File: src/rtl/raster_pkg.sv
package raster_pkg;
  typedef enum logic [4:0] {
    RG_CTRL    = 5'd0,
    RG_HTOT_HI = 5'd1,
    RG_HTOT_LO = 5'd2,
    RG_HS_ON   = 5'd3,
    RG_HS_OFF  = 5'd4,
    RG_HB_ON   = 5'd5,
    RG_HB_OFF  = 5'd6,
    RG_HD_ON   = 5'd7,
    RG_HD_OFF  = 5'd8,
    RG_VS_ON   = 5'd9,
    RG_VS_OFF  = 5'd10,
    RG_VB_ON   = 5'd11,
    RG_VB_OFF  = 5'd12,
    RG_VD_ON   = 5'd13,
    RG_VD_OFF  = 5'd14,
    RG_FILL_R  = 5'd15,
    RG_FILL_G  = 5'd16,
    RG_FILL_B  = 5'd17
  } reg_idx_e;

  localparam int unsigned NUM_REGS   = 18;
  localparam int unsigned CTL_IN_HS  = 0;
  localparam int unsigned CTL_IN_VS  = 1;
  localparam int unsigned CTL_OUT_HS = 2;
  localparam int unsigned CTL_OUT_VS = 3;
endpackage

File: src/rtl/raster_regs.sv
module raster_regs
  import raster_pkg::*;
#(
  parameter int unsigned D_W = 16,
  parameter int unsigned A_W = 5
) (
  input  logic                    clk_i,
  input  logic                    rst_ni,
  input  logic                    we_i,
  input  logic [A_W-1:0]          addr_i,
  input  logic [D_W-1:0]          data_i,
  input  logic                    load_i,
  output logic [NUM_REGS*D_W-1:0] act_o
);
  for (genvar g = 0; g < NUM_REGS; g++) begin : g_reg
    logic [D_W-1:0] shd_q, act_q;
    always_ff @(posedge clk_i or negedge rst_ni) begin
      if (!rst_ni) begin
        shd_q <= '0;
        act_q <= '0;
      end else begin
        if (we_i && (addr_i == A_W'(g))) shd_q <= data_i;
        if (load_i) act_q <= shd_q;
      end
    end
    assign act_o[g*D_W +: D_W] = act_q;
  end
endmodule

File: src/rtl/raster_edge.sv
module raster_edge (
  input  logic clk_i,
  input  logic rst_ni,
  input  logic sync_i,
  input  logic pol_i,
  output logic lead_o
);
  logic act, prev_q;

  assign act = pol_i ? sync_i : ~sync_i;

  always_ff @(posedge clk_i or negedge rst_ni) begin
    if (!rst_ni) prev_q <= 1'b0;
    else         prev_q <= act;
  end

  assign lead_o = act & ~prev_q;
endmodule

File: src/rtl/raster_counter.sv
module raster_counter #(
  parameter int unsigned W = 11
) (
  input  logic         clk_i,
  input  logic         rst_ni,
  input  logic         clr_i,
  input  logic         step_i,
  input  logic [W-1:0] lim_i,
  output logic [W-1:0] cnt_o,
  output logic         last_o
);
  logic [W-1:0] cnt_q;
  logic [W-1:0] lim_m1;

  // lim 0 means the full binary range
  assign lim_m1 = lim_i - 1'b1;
  assign last_o = (cnt_q >= lim_m1);

  always_ff @(posedge clk_i or negedge rst_ni) begin
    if (!rst_ni)     cnt_q <= '0;
    else if (clr_i)  cnt_q <= '0;
    else if (step_i) cnt_q <= last_o ? '0 : cnt_q + 1'b1;
  end

  assign cnt_o = cnt_q;
endmodule

File: src/rtl/raster_window.sv
module raster_window #(
  parameter int unsigned W = 11
) (
  input  logic [W-1:0] cnt_i,
  input  logic [W-1:0] on_i,
  input  logic [W-1:0] off_i,
  output logic         in_o
);
  assign in_o = (cnt_i >= on_i) && (cnt_i < off_i);
endmodule

File: src/rtl/prog_raster_gen.sv
module prog_raster_gen
  import raster_pkg::*;
#(
  parameter int unsigned H_W = 11,
  parameter int unsigned V_W = 10,
  parameter int unsigned C_W = 8,
  parameter int unsigned A_W = 5,
  parameter int unsigned D_W = 16
) (
  input  logic               clk_i,
  input  logic               rst_ni,
  input  logic               in_hsync_i,
  input  logic               in_vsync_i,
  input  logic               cfg_we_i,
  input  logic [A_W-1:0]     cfg_addr_i,
  input  logic [D_W-1:0]     cfg_data_i,
  output logic               hsync_o,
  output logic               vsync_o,
  output logic               blank_o,
  output logic               de_o,
  output logic               border_o,
  output logic [3*C_W-1:0]   fill_rgb_o,
  output logic [H_W-1:0]     pix_cnt_o,
  output logic [V_W-1:0]     line_cnt_o
);
  logic [NUM_REGS*D_W-1:0] act;
  logic [3:0]     ctrl;
  logic [H_W-1:0] htot;
  logic [H_W-1:0] h_on  [3];
  logic [H_W-1:0] h_off [3];
  logic [V_W-1:0] v_on  [3];
  logic [V_W-1:0] v_off [3];
  logic [3*C_W-1:0] fill;
  logic hs_lead, vs_lead, h_last, v_last, line_end, frame_start;
  logic [2:0] h_in, v_in;

  raster_regs #(.D_W(D_W), .A_W(A_W)) u_regs (
    .clk_i, .rst_ni, .we_i(cfg_we_i), .addr_i(cfg_addr_i), .data_i(cfg_data_i),
    .load_i(frame_start), .act_o(act)
  );

  assign ctrl = act[int'(RG_CTRL)*D_W +: 4];
  assign htot = H_W'({act[int'(RG_HTOT_HI)*D_W +: 8], act[int'(RG_HTOT_LO)*D_W +: 2], 1'b0});
  assign fill = {act[int'(RG_FILL_R)*D_W +: C_W], act[int'(RG_FILL_G)*D_W +: C_W],
                 act[int'(RG_FILL_B)*D_W +: C_W]};

  raster_edge u_hs_edge (.clk_i, .rst_ni, .sync_i(in_hsync_i), .pol_i(ctrl[CTL_IN_HS]), .lead_o(hs_lead));
  raster_edge u_vs_edge (.clk_i, .rst_ni, .sync_i(in_vsync_i), .pol_i(ctrl[CTL_IN_VS]), .lead_o(vs_lead));

  raster_counter #(.W(H_W)) u_hcnt (
    .clk_i, .rst_ni, .clr_i(hs_lead), .step_i(1'b1), .lim_i(htot),
    .cnt_o(pix_cnt_o), .last_o(h_last)
  );

  assign line_end = hs_lead | h_last;

  raster_counter #(.W(V_W)) u_vcnt (
    .clk_i, .rst_ni, .clr_i(vs_lead), .step_i(line_end), .lim_i('0),
    .cnt_o(line_cnt_o), .last_o(v_last)
  );

  assign frame_start = vs_lead | (line_end & v_last);

  // window k: 0 sync, 1 blank, 2 capture
  for (genvar k = 0; k < 3; k++) begin : g_win
    assign h_on[k]  = act[(int'(RG_HS_ON) + 2*k)*D_W +: H_W];
    assign h_off[k] = act[(int'(RG_HS_OFF) + 2*k)*D_W +: H_W];
    assign v_on[k]  = act[(int'(RG_VS_ON) + 2*k)*D_W +: V_W];
    assign v_off[k] = act[(int'(RG_VS_OFF) + 2*k)*D_W +: V_W];
    raster_window #(.W(H_W)) u_hw (.cnt_i(pix_cnt_o), .on_i(h_on[k]), .off_i(h_off[k]), .in_o(h_in[k]));
    raster_window #(.W(V_W)) u_vw (.cnt_i(line_cnt_o), .on_i(v_on[k]), .off_i(v_off[k]), .in_o(v_in[k]));
  end

  assign hsync_o    = h_in[0] ~^ ctrl[CTL_OUT_HS];
  assign vsync_o    = v_in[0] ~^ ctrl[CTL_OUT_VS];
  assign blank_o    = h_in[1] | v_in[1];
  assign de_o       = ~blank_o & h_in[2] & v_in[2];
  assign border_o   = ~blank_o & ~de_o;
  assign fill_rgb_o = border_o ? fill : '0;
endmodule

File: config.mk
export PLATFORM = sky130hd
export DESIGN_NAME = prog_raster_gen
export DESIGN_NICKNAME = d
export VERILOG_FILES = /design/src/rtl/raster_pkg.sv /design/src/rtl/raster_regs.sv /design/src/rtl/raster_edge.sv /design/src/rtl/raster_counter.sv /design/src/rtl/raster_window.sv /design/src/rtl/prog_raster_gen.sv
export SDC_FILE = /design/constraint.sdc
export NUM_CORES = 1
export LEC_CHECK = 0
export BUFFER_PORTS_ARGS = -buffer_cell sky130_fd_sc_hd__buf_4
export CORE_MARGIN = 2
export CORE_UTILIZATION = 25
export CTS_CLUSTER_DIAMETER = 100
export CTS_CLUSTER_SIZE = 20
export DETAILED_ROUTE_END_ITERATION = 16
export PLACE_DENSITY_LB_ADDON = 0.1
export SLEW_MARGIN = 15
export SYNTH_ARGS = -nofsm -noshare
export SYNTH_HDL_FRONTEND = slang
export SYNTH_SLANG_ARGS = --single-unit
File: constraint.sdc
create_clock -name clk_i -period 9.6 [get_ports clk_i]
set_input_delay 0 -clock clk_i [delete_from_list [all_inputs] [get_ports clk_i]]
set_output_delay 0 -clock clk_i [all_outputs]
set_load 0.01 [all_outputs]
* After elaboration in Yosys (flattened, before gate mapping)
Cells that the tools add are included.
** Word-level totals
- Register bits after elaboration :: 351
- Output and inout port bits :: 50
** Operators by class
- Add/sub/neg operators :: 3
- Magnitude comparators :: 14
- Equality and inequality tests :: 17
- Muxes and demuxes :: 8
- Bitwise operators :: 17
- Reductions and logical operators :: 26
** Operators with widths (number)
- 11-bit greater-or-equal comparator :: 4
- 5-bit by 4-bit == test with 1-bit output (second input constant) :: 8
- 11-bit < comparator :: 3
- 10-bit greater-or-equal comparator :: 3
- 10-bit < comparator :: 3
- 10-bit two-way mux :: 3
- 1-bit logical AND :: 24
- 24-bit two-way mux :: 1
- 11-bit two-way mux :: 2
- 5-bit by 3-bit == test with 1-bit output (second input constant) :: 4
- 11-bit by 1-bit adder with 11-bit output (second input constant) :: 1
- 11-bit by 1-bit subtractor with 11-bit output (second input constant) :: 1
- 10-bit by 1-bit adder with 10-bit output (second input constant) :: 1
- 5-bit by 2-bit == test with 1-bit output (second input constant) :: 2
- 5-bit == test (second input constant) :: 2
- 10-bit greater-or-equal comparator (second input constant) :: 1
- 1-bit AND :: 6
- 1-bit inverter :: 6
- 5-bit by 1-bit == test with 1-bit output (second input constant) :: 1
- 5-bit logical NOT :: 1
- 1-bit OR :: 3
- 1-bit two-way mux :: 2
- 2-bit nonzero test :: 1
- 1-bit XNOR :: 2

* Longest topological paths before layout
Gate-level depths: netlist of run 1.
- Depth after elaboration :: 9
- Mapped depth :: 15
- Mapped depth without buffers :: 12

* By module
Synthesis of run 1 repeated with hierarchy kept, for this count alone.
** Second synthesis, totals
- Cell total of the unflattened synthesis :: 1932
- Area total of the unflattened synthesis :: 26852.0 µm²
** Modules (own cells, without submodules)
- raster_regs :: instances 1, cells each 1250, area each 21508.1 µm²
- raster_window (g_win[0].u_hw ...) :: instances 3, cells each 74, area each 536.8 µm²
- raster_window (g_win[0].u_vw ...) :: instances 3, cells each 65, area each 466.7 µm²
- raster_counter (u_hcnt) :: instances 1, cells each 120, area each 1081.0 µm²
- raster_counter (u_vcnt) :: instances 1, cells each 103, area each 904.6 µm²
- prog_raster_gen :: instances 1, cells each 36, area each 262.8 µm²
- raster_edge :: instances 2, cells each 3, area each 42.5 µm²

* Worst setup path after synthesis of run 1
No wires, ideal clock.
- Path type :: reg-to-reg
- Start point :: register u_regs.g_reg[1].act_q[0]
- End point :: register u_regs.g_reg[16].act_q[1]
- Library setup time :: 0.128 ns
- Arrival time :: 3.214 ns
- Required time :: 9.472 ns
- Slack :: 6.258 ns
- Stages on the path, launching flop included :: 13
- Path buffers :: 2
- Period minus slack after synthesis :: 3.342 ns
- Cell sequence :: dfrtp_1 > or4_1 > or4_1 > xor2_1 > ha_1 > and3_1 > a21oi_1 > nand2_1 > a311oi_2 > nor2_1 > buf_6 > buf_6 > mux2_1
** On the way
- Longest elaborated chain between the ends :: 5
** RTL lines
- from (decl) :: line raster_regs.sv:16 : logic [D_W-1:0] shd_q, act_q;
- from (signal assigned) :: line raster_regs.sv:23 : if (load_i) act_q <= shd_q;
- 11-bit by 1-bit subtractor with 11-bit output :: line raster_counter.sv:16 : assign lim_m1 = lim_i - 1'b1;
- 11-bit greater-or-equal comparator :: line raster_counter.sv:17 : assign last_o = (cnt_q >= lim_m1);
- 1-bit OR :: line prog_raster_gen.sv:55 : assign line_end = hs_lead | h_last;
- 1-bit AND :: line prog_raster_gen.sv:62 : assign frame_start = vs_lead | (line_end & v_last);
- 1-bit OR :: line prog_raster_gen.sv:62
- to (signal assigned) :: line raster_regs.sv:23
- to (decl) :: line raster_regs.sv:16
Every way passes these cells.
A chain may end at the register's enable or synchronous reset.

* Worst setup path in the final report of run 1
- Start point :: register u_regs.g_reg[1].act_q[0]
- End point :: register u_regs.g_reg[6].act_q[0]
** On the way
- Longest elaborated chain between the ends :: 5
** RTL lines (line)
- 11-bit by 1-bit subtractor with 11-bit output :: raster_counter.sv:16
- 11-bit greater-or-equal comparator :: raster_counter.sv:17
- 1-bit OR :: prog_raster_gen.sv:55
- 1-bit AND :: prog_raster_gen.sv:62
- 1-bit OR :: prog_raster_gen.sv:62
- to (signal assigned) :: raster_regs.sv:23
- to (decl) :: raster_regs.sv:16
Every way passes these cells.

==> flow_summary_export.csv, run 1 <==
group,metric,value,unit
run_status,status,"finished, final reports clean",
sta,hold_viol,0,
placement,io_buffers,70,
synthesis,synth_warnings,0,
pwr,power.density,283.2,nW/um^2
finish,antenna_cells,0,
clocking,post_cts_resize_count,0,
worst_setup_path,cp-start-kind,"flip-flop",
finish,final_cell_mix,"dfrtp_1 (351), mux2_2 (190), nand2_1 (148), ha_1 (133), inv_1 (124)",
synthesis,syn_area,16950,um^2
floorplan,dieWidth,264.4,um
clocking,cts_tree,"done",
finish,area.growth.synth_to_final,12.98,%
synthesis,synth_edf_count,0,
finish,multiInputGateArea,7376,um^2
synthesis,synth_flop_cell,"dfrtp_1",
synthesis,synthSimpleGateAreaFrac,8.187,%
synthesis,ys_seq_elements,351,
grt,track_usage,14.30,%
clocking,path_clk_slew,90,ps
worst_setup_path,worstSetupPathType,"flip-flop to flip-flop",
route,routed_wirelength,49.71,mm
route,drc,0,
sta,finClkSkew,17.17,ps
placement,routabilityCongestion,0.7075,
grt,grt_pass1_wl,76.06,mm
floorplan,die_y,264.4,um
synthesis,synth_top_family_by_area,"multiplexers",
synthesis,muxShareOfSynthArea,14.57,%
clocking,insertion_delay,540,ps
floorplan,die_area,69890,um^2
finish,fillers,6943,
finish,final_cells,2391,
floorplan,rows,95,
worst_setup_path,critPathMaxFanout,59,
synthesis,syn_nets,1612,
worst_setup_path,cp_common_cell,"or4_1",
clocking,clockBufferDepth,3,
sta,finalCritPeriodShare,48.78,%
pwr,p_clk_share,16.8,%
route,vias_per_cell,4.648,
clocking,cts_buffers,21,
sta,tightest_slew,1122,ps
worst_setup_path,arrival,5110,ps
grt,grt_pass1_vias,11500,
synthesis,yosys.area_share.adder,9.818,%
hold_path,hold_path.class,"input port to async pin",
pwr,intPower,3.345,mW
route,ant_nets,0,
grt,antenna_found_initial,3,
worst_setup_path,worstSetupEndpointType,"flip-flop",
pwr,ir_drop,0.0001499,V
route,first_pass_iters,4,
worst_setup_path,slowest_stage,"nor2_4",
synthesis,synth-compound-area-share,9.501,%
synthesis,synth_cell_types,58,
sta,rsz0062_at_grt,"false",
grt,grt.overflow.total,0,
synthesis,synth_async_sr_flop_share,100.0,%
sta,drv_slew,0,
sta,period_needed,4682,ps
placement,dp_hpwl,29.75,mm
pwr,power_frac_seq,39.2,%
finish,layout_commonest_cell,"dfrtp_1",
worst_setup_path,critical_path_required,10030,ps
clocking,cts_setup_buffers,0,
sta,maxSlewHeadroom,24.82,%
pwr,switchingPower,2.077,mW
finish,layout-drive-gt1-share,22.73,%
pwr,switching_share,38.31,%
finish,seq_area,8783,um^2
floorplan,start_util,25.24,%
synthesis,avgSynthCellArea,11.66,um^2
clocking,cts_root_buffer,"clkbuf_16",
clocking,cts_max_level,1,
clocking,clock_sinks,351,
pwr,total_power,5.422,mW
floorplan,pin_count,76,
finish,layout.nets,1677,
sta,setup_viol,0,
worst_setup_path,critical_path.cell_chain,"or4_1 -> or4_1 -> xor2_1 -> ha_1 -> and3_1 -> a21oi_1 -> nand2_1 -> a311oi_4 -> nor2_4 -> buf_4 -> mux2_2",
route,num_vias,11110,
pwr,combinationalPowerShare,44.0,%
synthesis,yosysSeqAreaShare,51.82,%
worst_setup_path,slowest_delay,860,ps
pwr,leakage,8.841,nW
placement,dp.cells,2358,
floorplan,core_area,67160,um^2
sta,setup_total_negative_slack,0,ps
sta,max_freq,213.6,MHz
run,drv_cap,0,
synthesis,yosys.area_share.xor_xnor,1.137,%
grt,grt_max_degree,96,
route,drt_iter0_markers,515,
route,avgRoutedWirePerCell,20.79,um
sta,holdWs,16.28,ps
synthesis,netlist_instances,1453,
critical path, delay by kind of cell (launching register included):
kind,cells,cell delay [ps]
flip-flops,1,440
AND/OR/NAND/NOR,5,2290
buffers and inverters,1,780
adder cells (fa/ha/maj),1,280
XOR/XNOR,1,160
AO/OA/AOI/OAI,2,150
multiplexers,1,410
synthesized netlist by cell type, drive strengths merged (5+ instances only):
| cell type | instances | share of area [%] |
|---|---|---|
| ha | 133 | 9.8 |
| inv | 124 | 2.7 |
| xnor2 | 10 | 0.52 |
| nor3b | 24 | 1.1 |
| nor2b | 13 | 0.48 |
| nor3 | 7 | 0.24 |
| a31oi | 6 | 0.22 |
| dfrtp | 351 | 52 |
| o22ai | 118 | 4.4 |
| a21oi | 34 | 1.0 |
| buf | 27 | 1.2 |
| nor2 | 35 | 0.78 |
| and3 | 6 | 0.22 |
| nand3 | 17 | 0.50 |
| o21ai | 23 | 0.68 |
| nand2 | 148 | 3.3 |
| nand2b | 11 | 0.41 |
| clkbuf | 44 | 0.97 |
| or4 | 5 | 0.22 |
| a21o | 17 | 0.75 |
| o21a | 5 | 0.22 |
| and2 | 6 | 0.22 |
| mux2 | 212 | 15 |
| o2111ai | 5 | 0.26 |
| a211oi | 9 | 0.40 |
| nand4 | 15 | 0.55 |
| o211ai | 5 | 0.25 |
| xor2 | 12 | 0.62 |
logic make-up (layout without fill, tap and decap cells):
logic type | after synthesis | in the layout
flops | 351 | 351
simple gates | 292 | 292
compound gates | 247 | 247
mux | 213 | 213
buf+inv | 195 | 260
fa+ha+maj | 133 | 133
xor+xnor | 22 | 22
final timing paths:
path,from,to,slack (ps),cells past startpoint
max,u_regs.g_reg[1].act_q[0]$_DFFE_PN0P_,u_regs.g_reg[6].act_q[0]$_DFFE_PN0P_,4920,11
min,rst_ni,u_regs.g_reg[4].act_q[2]$_DFFE_PN0P_,20,2
max reg2reg,u_regs.g_reg[1].act_q[0]$_DFFE_PN0P_,u_regs.g_reg[6].act_q[0]$_DFFE_PN0P_,4920,11
min reg2reg,u_regs.g_reg[1].shd_q[3]$_DFFE_PN0P_,u_regs.g_reg[1].act_q[3]$_DFFE_PN0P_,490,1
max in group asynchronous,rst_ni,u_regs.g_reg[10].act_q[4]$_DFFE_PN0P_,7300,4
min in group clk_i,cfg_data_i[5],u_regs.g_reg[10].shd_q[5]$_DFFE_PN0P_,30,2
what timing repair did:
action	in CTS	in global routing
hold buffers	10	0
endpoints found under the hold margin	135	0
endpoints found under the setup margin	0	0
area by class of cell:
class,count,share of cell area [%]
tap,873,5.704
timing repair buffer,113,4.665
clock inverter,1,0.04574
clock buffer,22,2.764
inverter,124,2.431
multi-input combinational,907,38.52
sequential,351,45.87
sequential cells by signal, summed over array words and instances, names as in the netlist:
| signal | count |
|---|---|
| u_regs.g.act_q | 164 |
| u_regs.g.shd_q | 164 |
| u_hcnt.cnt_o | 11 |
| u_vcnt.cnt_o | 10 |
| u_hs_edge.prev_q | 1 |
| u_vs_edge.prev_q | 1 |
through the flow:
step	area, um^2	setup WS [ps]	utilization (%)
after floorplan	16950	6258	-
after global placement	18510	4866	27.56
after detailed placement	18510	4874	27.56
after CTS	19150	4858	28.51
after global routing	19150	4618	28.51
final	19150	4918	28.51
metal layers:
layer | wire [um] | vias to the layer above | global-route usage (%)
li1 | - | 5236 | -
met1 | 23980 | 5741 | 19.79
met2 | 23920 | 101 | 24.51
met3 | 1054 | 36 | 1.180
met4 | 758 | 0 | 2.826
met5 | 0 | - | 0
power by group through the flow:
stage / registers, mW / clock network (mW) / logic, mW
after floorplan: 2.11 / 0 / 1.64
after global placement: 2.15 / 0 / 2.41
after detailed placement: 2.16 / 0 / 2.44
after CTS: 2.13 / 0.960 / 2.45
after global routing: 2.18 / 1.01 / 2.68
final: 2.12 / 0.909 / 2.39
No activity file was read; power rests on OpenSTA's default activity.
==> run 2: changes to the inputs <==
- ABC_AREA: default -> 1
- clock period: 9.6 -> 4.15 ns (I/O delays scaled with it)
==> flow_summary_export.csv, run 2 <==
group,metric,value,unit
worst_setup_path,worstSetupEndpointType,"output port",
clocking,cts_setup_buffers,0,
worst_setup_path,arrival,3530,ps
route,wl_met2,23.47,mm
finish,layout_commonest_cell,"nand2_1",
synthesis,synthTopCellsByArea,"dfrtp_1 (50%), nand2_1 (15%), ha_1 (9.5%)",
synthesis,synth_top_family_by_area,"simple AND/OR/NAND/NOR gates",
placement,preCtsSetupSlack,824.4,ps
pwr,ir_drop,0.0008103,V
worst_setup_path,cp-start-kind,"flip-flop",
pwr,leakage,10.28,nW
route,ant_nets,0,
synthesis,synth_flop_cell,"dfrtp_1",
synthesis,synth_edf_count,0,
synthesis,yosysSeqAreaShare,49.99,%
worst_setup_path,worstSetupPathType,"flip-flop to output port",
worst_setup_path,critPathMaxFanout,25,
floorplan,die_y,269.1,um
worst_setup_path,cp_num_cells,10,
route,drc,0,
sta,setup_slack,618.2,ps
sta,tightest_slew,1010,ps
sta,setup_total_negative_slack,0,ps
synthesis,muxShareOfSynthArea,0,%
finish,stdcell_area,19810,um^2
synthesis,yosysMostFrequentCell,"nand2_1",
run_status,status,"finished, final reports clean",
floorplan,rows,97,
sta,finalCritPeriodShare,85.10,%
finish,fillers,7606,
synthesis,yosys.area_share.xor_xnor,0.6978,%
placement,routabilityCongestion,0.7571,
floorplan,dieWidth,269.1,um
pwr,switching_share,40.76,%
synthesis,synth_cell_types,34,
clocking,cts_max_level,1,
synthesis,synth_async_sr_flop_share,100.0,%
route,num_vias,13400,
worst_setup_path,crit_buf_inv,1,
worst_setup_path,critical_path_required,4150,ps
synthesis,ys_seq_elements,351,
finish,final_cells,3096,
sta,holdWs,14.04,ps
clocking,cts_buffers,24,
synthesis,synth_warnings,0,
grt,grt_pass1_vias,13290,
sta,setup_viol,0,
route,wl_met3,1.757,mm
synthesis,netlist_instances,2110,
finish,seq_area,8783,um^2
clocking,cts_root_buffer,"clkbuf_16",
floorplan,pin_count,76,
synthesis,yosys.area_share.adder,9.470,%
synthesis,avgSynthCellArea,8.328,um^2
synthesis,synthTopCellsByCount,"nand2_1 (710), dfrtp_1 (351), inv_1 (227)",
sta,max_freq,283.1,MHz
clocking,holdBufCountCts,7,
pwr,power_frac_seq,40.7,%
pwr,power.density,619.2,nW/um^2
grt,track_usage,14.39,%
route,routed_wirelength,52.00,mm
clocking,insertion_delay,570,ps
synthesis,synth-compound-area-share,7.085,%
floorplan,core_area,69790,um^2
sta,rsz0062_at_grt,"false",
route,drt_iter0_markers,680,
route,avgRoutedWirePerCell,16.80,um
sta,period_needed,3532,ps
route,first_pass_iters,5,
synthesis,synthSimpleGateAreaFrac,24.42,%
grt,antenna_found_initial,2,
hold_path,hold_depth,4,
finish,layout-drive-gt1-share,6.543,%
worst_setup_path,critPathTopFamily,"simple AND/OR/NAND/NOR gates",
finish,layout.nets,2304,
clocking,post_cts_resize_count,0,
synthesis,yosys.area.top_type_share,49.99,%
floorplan,die_area,72420,um^2
finish,multiInputGateArea,7343,um^2
route,wl_met1,26.15,mm
synthesis,syn_nets,2269,
clocking,cts_tree,"done",
finish,area.growth.synth_to_final,12.75,%
placement,post_dp_cell_area,18980,um^2
placement,dp_hpwl,30.79,mm
finish,finish.utilization,28.39,%
pwr,combinationalPowerShare,38.7,%
placement,dp.cells,3052,
grt,grt.overflow.total,0,
placement,io_buffers,70,
worst_setup_path,critical_path.cell_chain,"ha_1 -> nand2_1 -> nand2_1 -> a21oi_1 -> a21oi_1 -> nor2_1 -> nand3_1 -> nand2_2 -> nor2_1 -> buf_4",
pwr,intPower,7.267,mW
hold_path,hold_path.class,"input port to flip-flop",
grt,grt_max_degree,173,
clocking,clock_sinks,351,
finish,final_cell_mix,"nand2_1 (710), dfrtp_1 (351), inv_1 (227), nand3_1 (195), o21ai_0 (174)",
run,drv_cap,0,
worst_setup_path,reg2reg_depth,15,
pwr,switchingPower,5.000,mW
synthesis,yosysTopAreaCell,"dfrtp_1",
sta,hold_viol,0,
sta,drv_slew,0,
pwr,p_clk_share,20.7,%
pwr,total_power,12.27,mW
sta,maxSlewHeadroom,32.18,%
grt,grt_pass1_wl,81.58,mm
worst_setup_path,slowest_delay,940,ps
floorplan,start_util,25.18,%
clocking,path_clk_slew,90,ps
synthesis,syn_area,17570,um^2
worst_setup_path,slowest_stage,"dfrtp_1",
route,top_layer_used,"met4",
sta,finClkSkew,25.10,ps
route,vias_per_cell,4.328,
clocking,clockBufferDepth,3,
run 2: cell type report:
type | instances | area share (%)
Sequential cell | 351 | 44.33
Inverter | 229 | 4.339
Clock buffer | 28 | 3.265
Clock inverter | 8 | 0.5621
Antenna cell | 1 | 0.01263
Multi-Input combinational cell | 1434 | 37.07
Timing Repair Buffer | 105 | 4.484
Tap cell | 940 | 5.937
run 2: tightest hold or removal path: stages:
cell and delay (ps):
buf_4 70, inv_1 30, buf_4 240, o21ai_0 190
run 2: cells by family (layout without fill, tap and decap cells):
kind of cell               count (synthesis)  in the layout
AOI/OAI and AO/OA                        238            238
DFF                                      351            351
buffers and inverters                    325            370
other                                      0              1
and+or+nand+nor                         1049           1049
adders and majority gates                133            133
xor gates and xnor gates                  14             14
run 2: power by group through the flow:
stage / combinational, mW / sequential [mW] / clock [mW]
2_1_floorplan: 3.45 / 4.86 / 0
3_3_place_gp: 4.80 / 5.05 / 0
3_5_place_dp: 4.86 / 5.07 / 0
4_1_cts: 4.90 / 5.00 / 2.66
5_1_grt: 5.57 / 5.12 / 2.78
6_report: 4.74 / 4.99 / 2.54
run 2: final timing paths:
kind | startpoint | end | slack, ps
hold / removal | cfg_data_i[2] | u_regs.g_reg[3].shd_q[2]$_DFFE_PN0P_ | 10
min in group asynchronous | rst_ni | u_regs.g_reg[6].shd_q[8]$_DFFE_PN0P_ | 120
max in group asynchronous | rst_ni | u_regs.g_reg[15].shd_q[1]$_DFFE_PN0P_ | 2830
hold reg to reg | u_regs.g_reg[10].act_q[8]$_DFFE_PN0P_ | u_regs.g_reg[10].act_q[8]$_DFFE_PN0P_ | 470
setup reg to reg | u_regs.g_reg[2].act_q[0]$_DFFE_PN0P_ | u_regs.g_reg[16].act_q[4]$_DFFE_PN0P_ | 850
setup / recovery | u_hcnt.cnt_o[4]$_DFF_PN0_ | fill_rgb_o[22] | 620
run 2: per-layer routing:
| metal | vias up | global-route usage [%] |
|---|---|---|
| li1 | 6766 | - |
| met1 | 6431 | 20.51 |
| met2 | 159 | 23.65 |
| met3 | 44 | 1.790 |
| met4 | 0 | 2.338 |
| met5 | - | 0 |
==> run 3: changes to the inputs <==
- ABC_AREA: 1 -> default
- SLEW_MARGIN: 15 -> default
==> flow_summary_export.csv, run 3 (synthesized netlist as in run 1, its figures left out) <==
group,metric,value,unit
floorplan,rows,95,
route,avgRoutedWirePerCell,20.41,um
worst_setup_path,arrival,4260,ps
grt,grt_pass1_vias,11620,
worst_setup_path,reg2reg_slack,340,ps
finish,area.growth.synth_to_final,13.88,%
route,wl_met3,1.386,mm
finish,fillers,6921,
clocking,cts_buffers,21,
worst_setup_path,critical_path_required,4590,ps
worst_setup_path,worstSetupEndpointType,"flip-flop",
sta,hold_viol,0,
route,drc,0,
grt,grt_max_degree,122,
pwr,leakage,8.913,nW
clocking,clock_sinks,351,
placement,dp.cells,2363,
worst_setup_path,timing.critical_path.from,"u_regs.g_reg[1].act_q[0]$_DFFE_PN0P_",
clocking,insertion_delay,570,ps
sta,drv_slew,0,
route,num_vias,11040,
worst_setup_path,slowest_stage,"or4_1",
worst_setup_path,critPathMaxFanout,121,
pwr,ir_drop,0.0006044,V
route,ant_nets,0,
finish,layout_commonest_cell,"dfrtp_1",
clocking,path_clk_slew,90,ps
sta,rsz0062_at_grt,"false",
sta,max_freq,262.1,MHz
sta,period_needed,3815,ps
placement,io_buffers,70,
floorplan,start_util,25.24,%
grt,antenna_found_initial,4,
sta,maxSlewHeadroom,21.52,%
run_status,status,"finished, final reports clean",
floorplan,die_y,264.4,um
route,vias_per_cell,4.600,
clocking,cts_tree,"done",
worst_setup_path,slowest_delay,590,ps
sta,finalCritPeriodShare,91.92,%
route,top_layer_used,"met4",
sta,setup_viol,0,
pwr,power.density,656.7,nW/um^2
worst_setup_path,critical_path.cell_chain,"or4_1 -> or4_1 -> xor2_1 -> ha_1 -> and3_1 -> a21oi_1 -> nand2_1 -> a311oi_4 -> buf_12 -> o21ai_0 -> o41ai_1",
placement,routabilityCongestion,0.7032,
sta,finClkSkew,35.18,ps
floorplan,core_area,67160,um^2
worst_setup_path,reg2reg_depth,11,
worst_setup_path,r2r-end,"u_vcnt.cnt_o[9]$_DFFE_PN0P_",
finish,finish.utilization,28.74,%
sta,setup_total_negative_slack,0,ps
placement,post_dp_cell_area,18620,um^2
run,drv_cap,0,
hold_path,hold_path.class,"input port to flip-flop",
finish,stdcell_area,19300,um^2
finish,layout-drive-gt1-share,23.00,%
finish,final_cells,2400,
route,wl_met1,23.21,mm
route,routed_wirelength,48.98,mm
worst_setup_path,r2r-start,"u_regs.g_reg[1].act_q[0]$_DFFE_PN0P_",
clocking,cts_setup_buffers,0,
clocking,clockBufferDepth,3,
route,first_pass_iters,4,
finish,layout.nets,1685,
grt,grt_pass1_wl,76.12,mm
floorplan,dieWidth,264.4,um
route,wl_met2,23.64,mm
placement,dp_hpwl,30.32,mm
floorplan,die_area,69890,um^2
worst_setup_path,worstSetupPathType,"flip-flop to flip-flop",
clocking,cts_root_buffer,"clkbuf_16",
clocking,cts_max_level,1,
worst_setup_path,cp-start-kind,"flip-flop",
route,drt_iter0_markers,482,
grt,grt.overflow.total,0,
worst_setup_path,cp-endpoint,"u_vcnt.cnt_o[9]$_DFFE_PN0P_",
floorplan,pin_count,76,
worst_setup_path,cp_common_cell,"or4_1",
sta,tightest_slew,1171,ps
finish,final_cell_mix,"dfrtp_1 (351), mux2_2 (190), nand2_1 (148), ha_1 (133), inv_1 (124)",
grt,track_usage,14.23,%
==> run 3: cell types whose count changed in the layout (fill, tap and decap cells not counted), sizes merged, moves of 9 or more <==
cell | previous run | this run
a211oi | 0 | 9
a21o | 5 | 17
a21oi | 50 | 34
buf | 98 | 108
inv | 232 | 126
mux2 | 0 | 212
nand2 | 712 | 148
nand2b | 0 | 11
nand3 | 196 | 17
nor2 | 103 | 35
nor2b | 0 | 13
nor3b | 3 | 24
o21ai | 175 | 23
o22ai | 0 | 118
==> run 3: worst min-delay path by stage <==
stage,cells after the start,slack [ps],from,endpoint
5_1_grt,2,3,cfg_data_i[6],u_regs.g_reg[16].shd_q[6]$_DFFE_PN0P_
2_1_floorplan,0,-300,rst_ni,u_hcnt.cnt_o[0]$_DFF_PN0_
4_1_cts,2,4,cfg_data_i[6],u_regs.g_reg[9].shd_q[6]$_DFFE_PN0P_
3_3_place_gp,1,130,rst_ni,u_regs.g_reg[3].shd_q[7]$_DFFE_PN0P_
3_5_place_dp,1,140,rst_ni,u_regs.g_reg[3].shd_q[7]$_DFFE_PN0P_
6_report,2,20,cfg_data_i[6],u_regs.g_reg[12].shd_q[6]$_DFFE_PN0P_
==> run 3: per-stage QoR <==
step                hold WS [ps]  power [mW]  worst slack, ps
global placement           126.2       10.61            370.5
detailed placement         137.8       10.73            347.7
global route               3.237       13.75            49.16
CTS                        3.758       12.93            292.1
floorplan                 -295.6       8.681            808.1
finish                     24.26       12.67            335.2
==> run 3: worst max-delay path: cells and delay by family (launching register included) <==
kind	cells	cell delay, ps
xor gates and xnor gates	1	160
DFF	1	430
and+or+nand+nor	4	1380
buffers and inverters	1	570
adders and majority gates	1	280
AOI/OAI and AO/OA	4	820
==> run 3: cell type report <==
class                           count  area (um^2)  share of cell area, %
Antenna cell                        1        2.502                0.01297
Clock buffer                       21        525.5                  2.723
Clock inverter                      2        20.02                 0.1037
Inverter                          124        465.4                  2.412
Multi-Input combinational cell    907         7376                  38.21
Sequential cell                   351         8783                  45.51
Tap cell                          873         1092                  5.659
Timing Repair Buffer              121         1036                  5.368
==> run 3: routing by layer <==
| layer | vias to the layer above | GRT usage, % |
|---|---|---|
| met1 | 5613 | 19.79 |
| met3 | 41 | 1.133 |
| met5 | - | 0 |
| met4 | 0 | 2.779 |
| li1 | 5262 | - |
| met2 | 125 | 24.32 |
==> run 3: repair_timing <==
item / in CTS / in global routing
hold buffers: 13 / 0
hold endpoints to repair: 156 / 0
resized for setup: 0 / 0
==> run 3: power by group <==
part / internal, mW / leakage, nW / switching [mW] / total, mW
logic: 2.44 / 4.09 / 3.14 / 5.58
registers: 4.47 / 4.55 / 0.493 / 4.96
clock network: 0.916 / 0.269 / 1.22 / 2.13
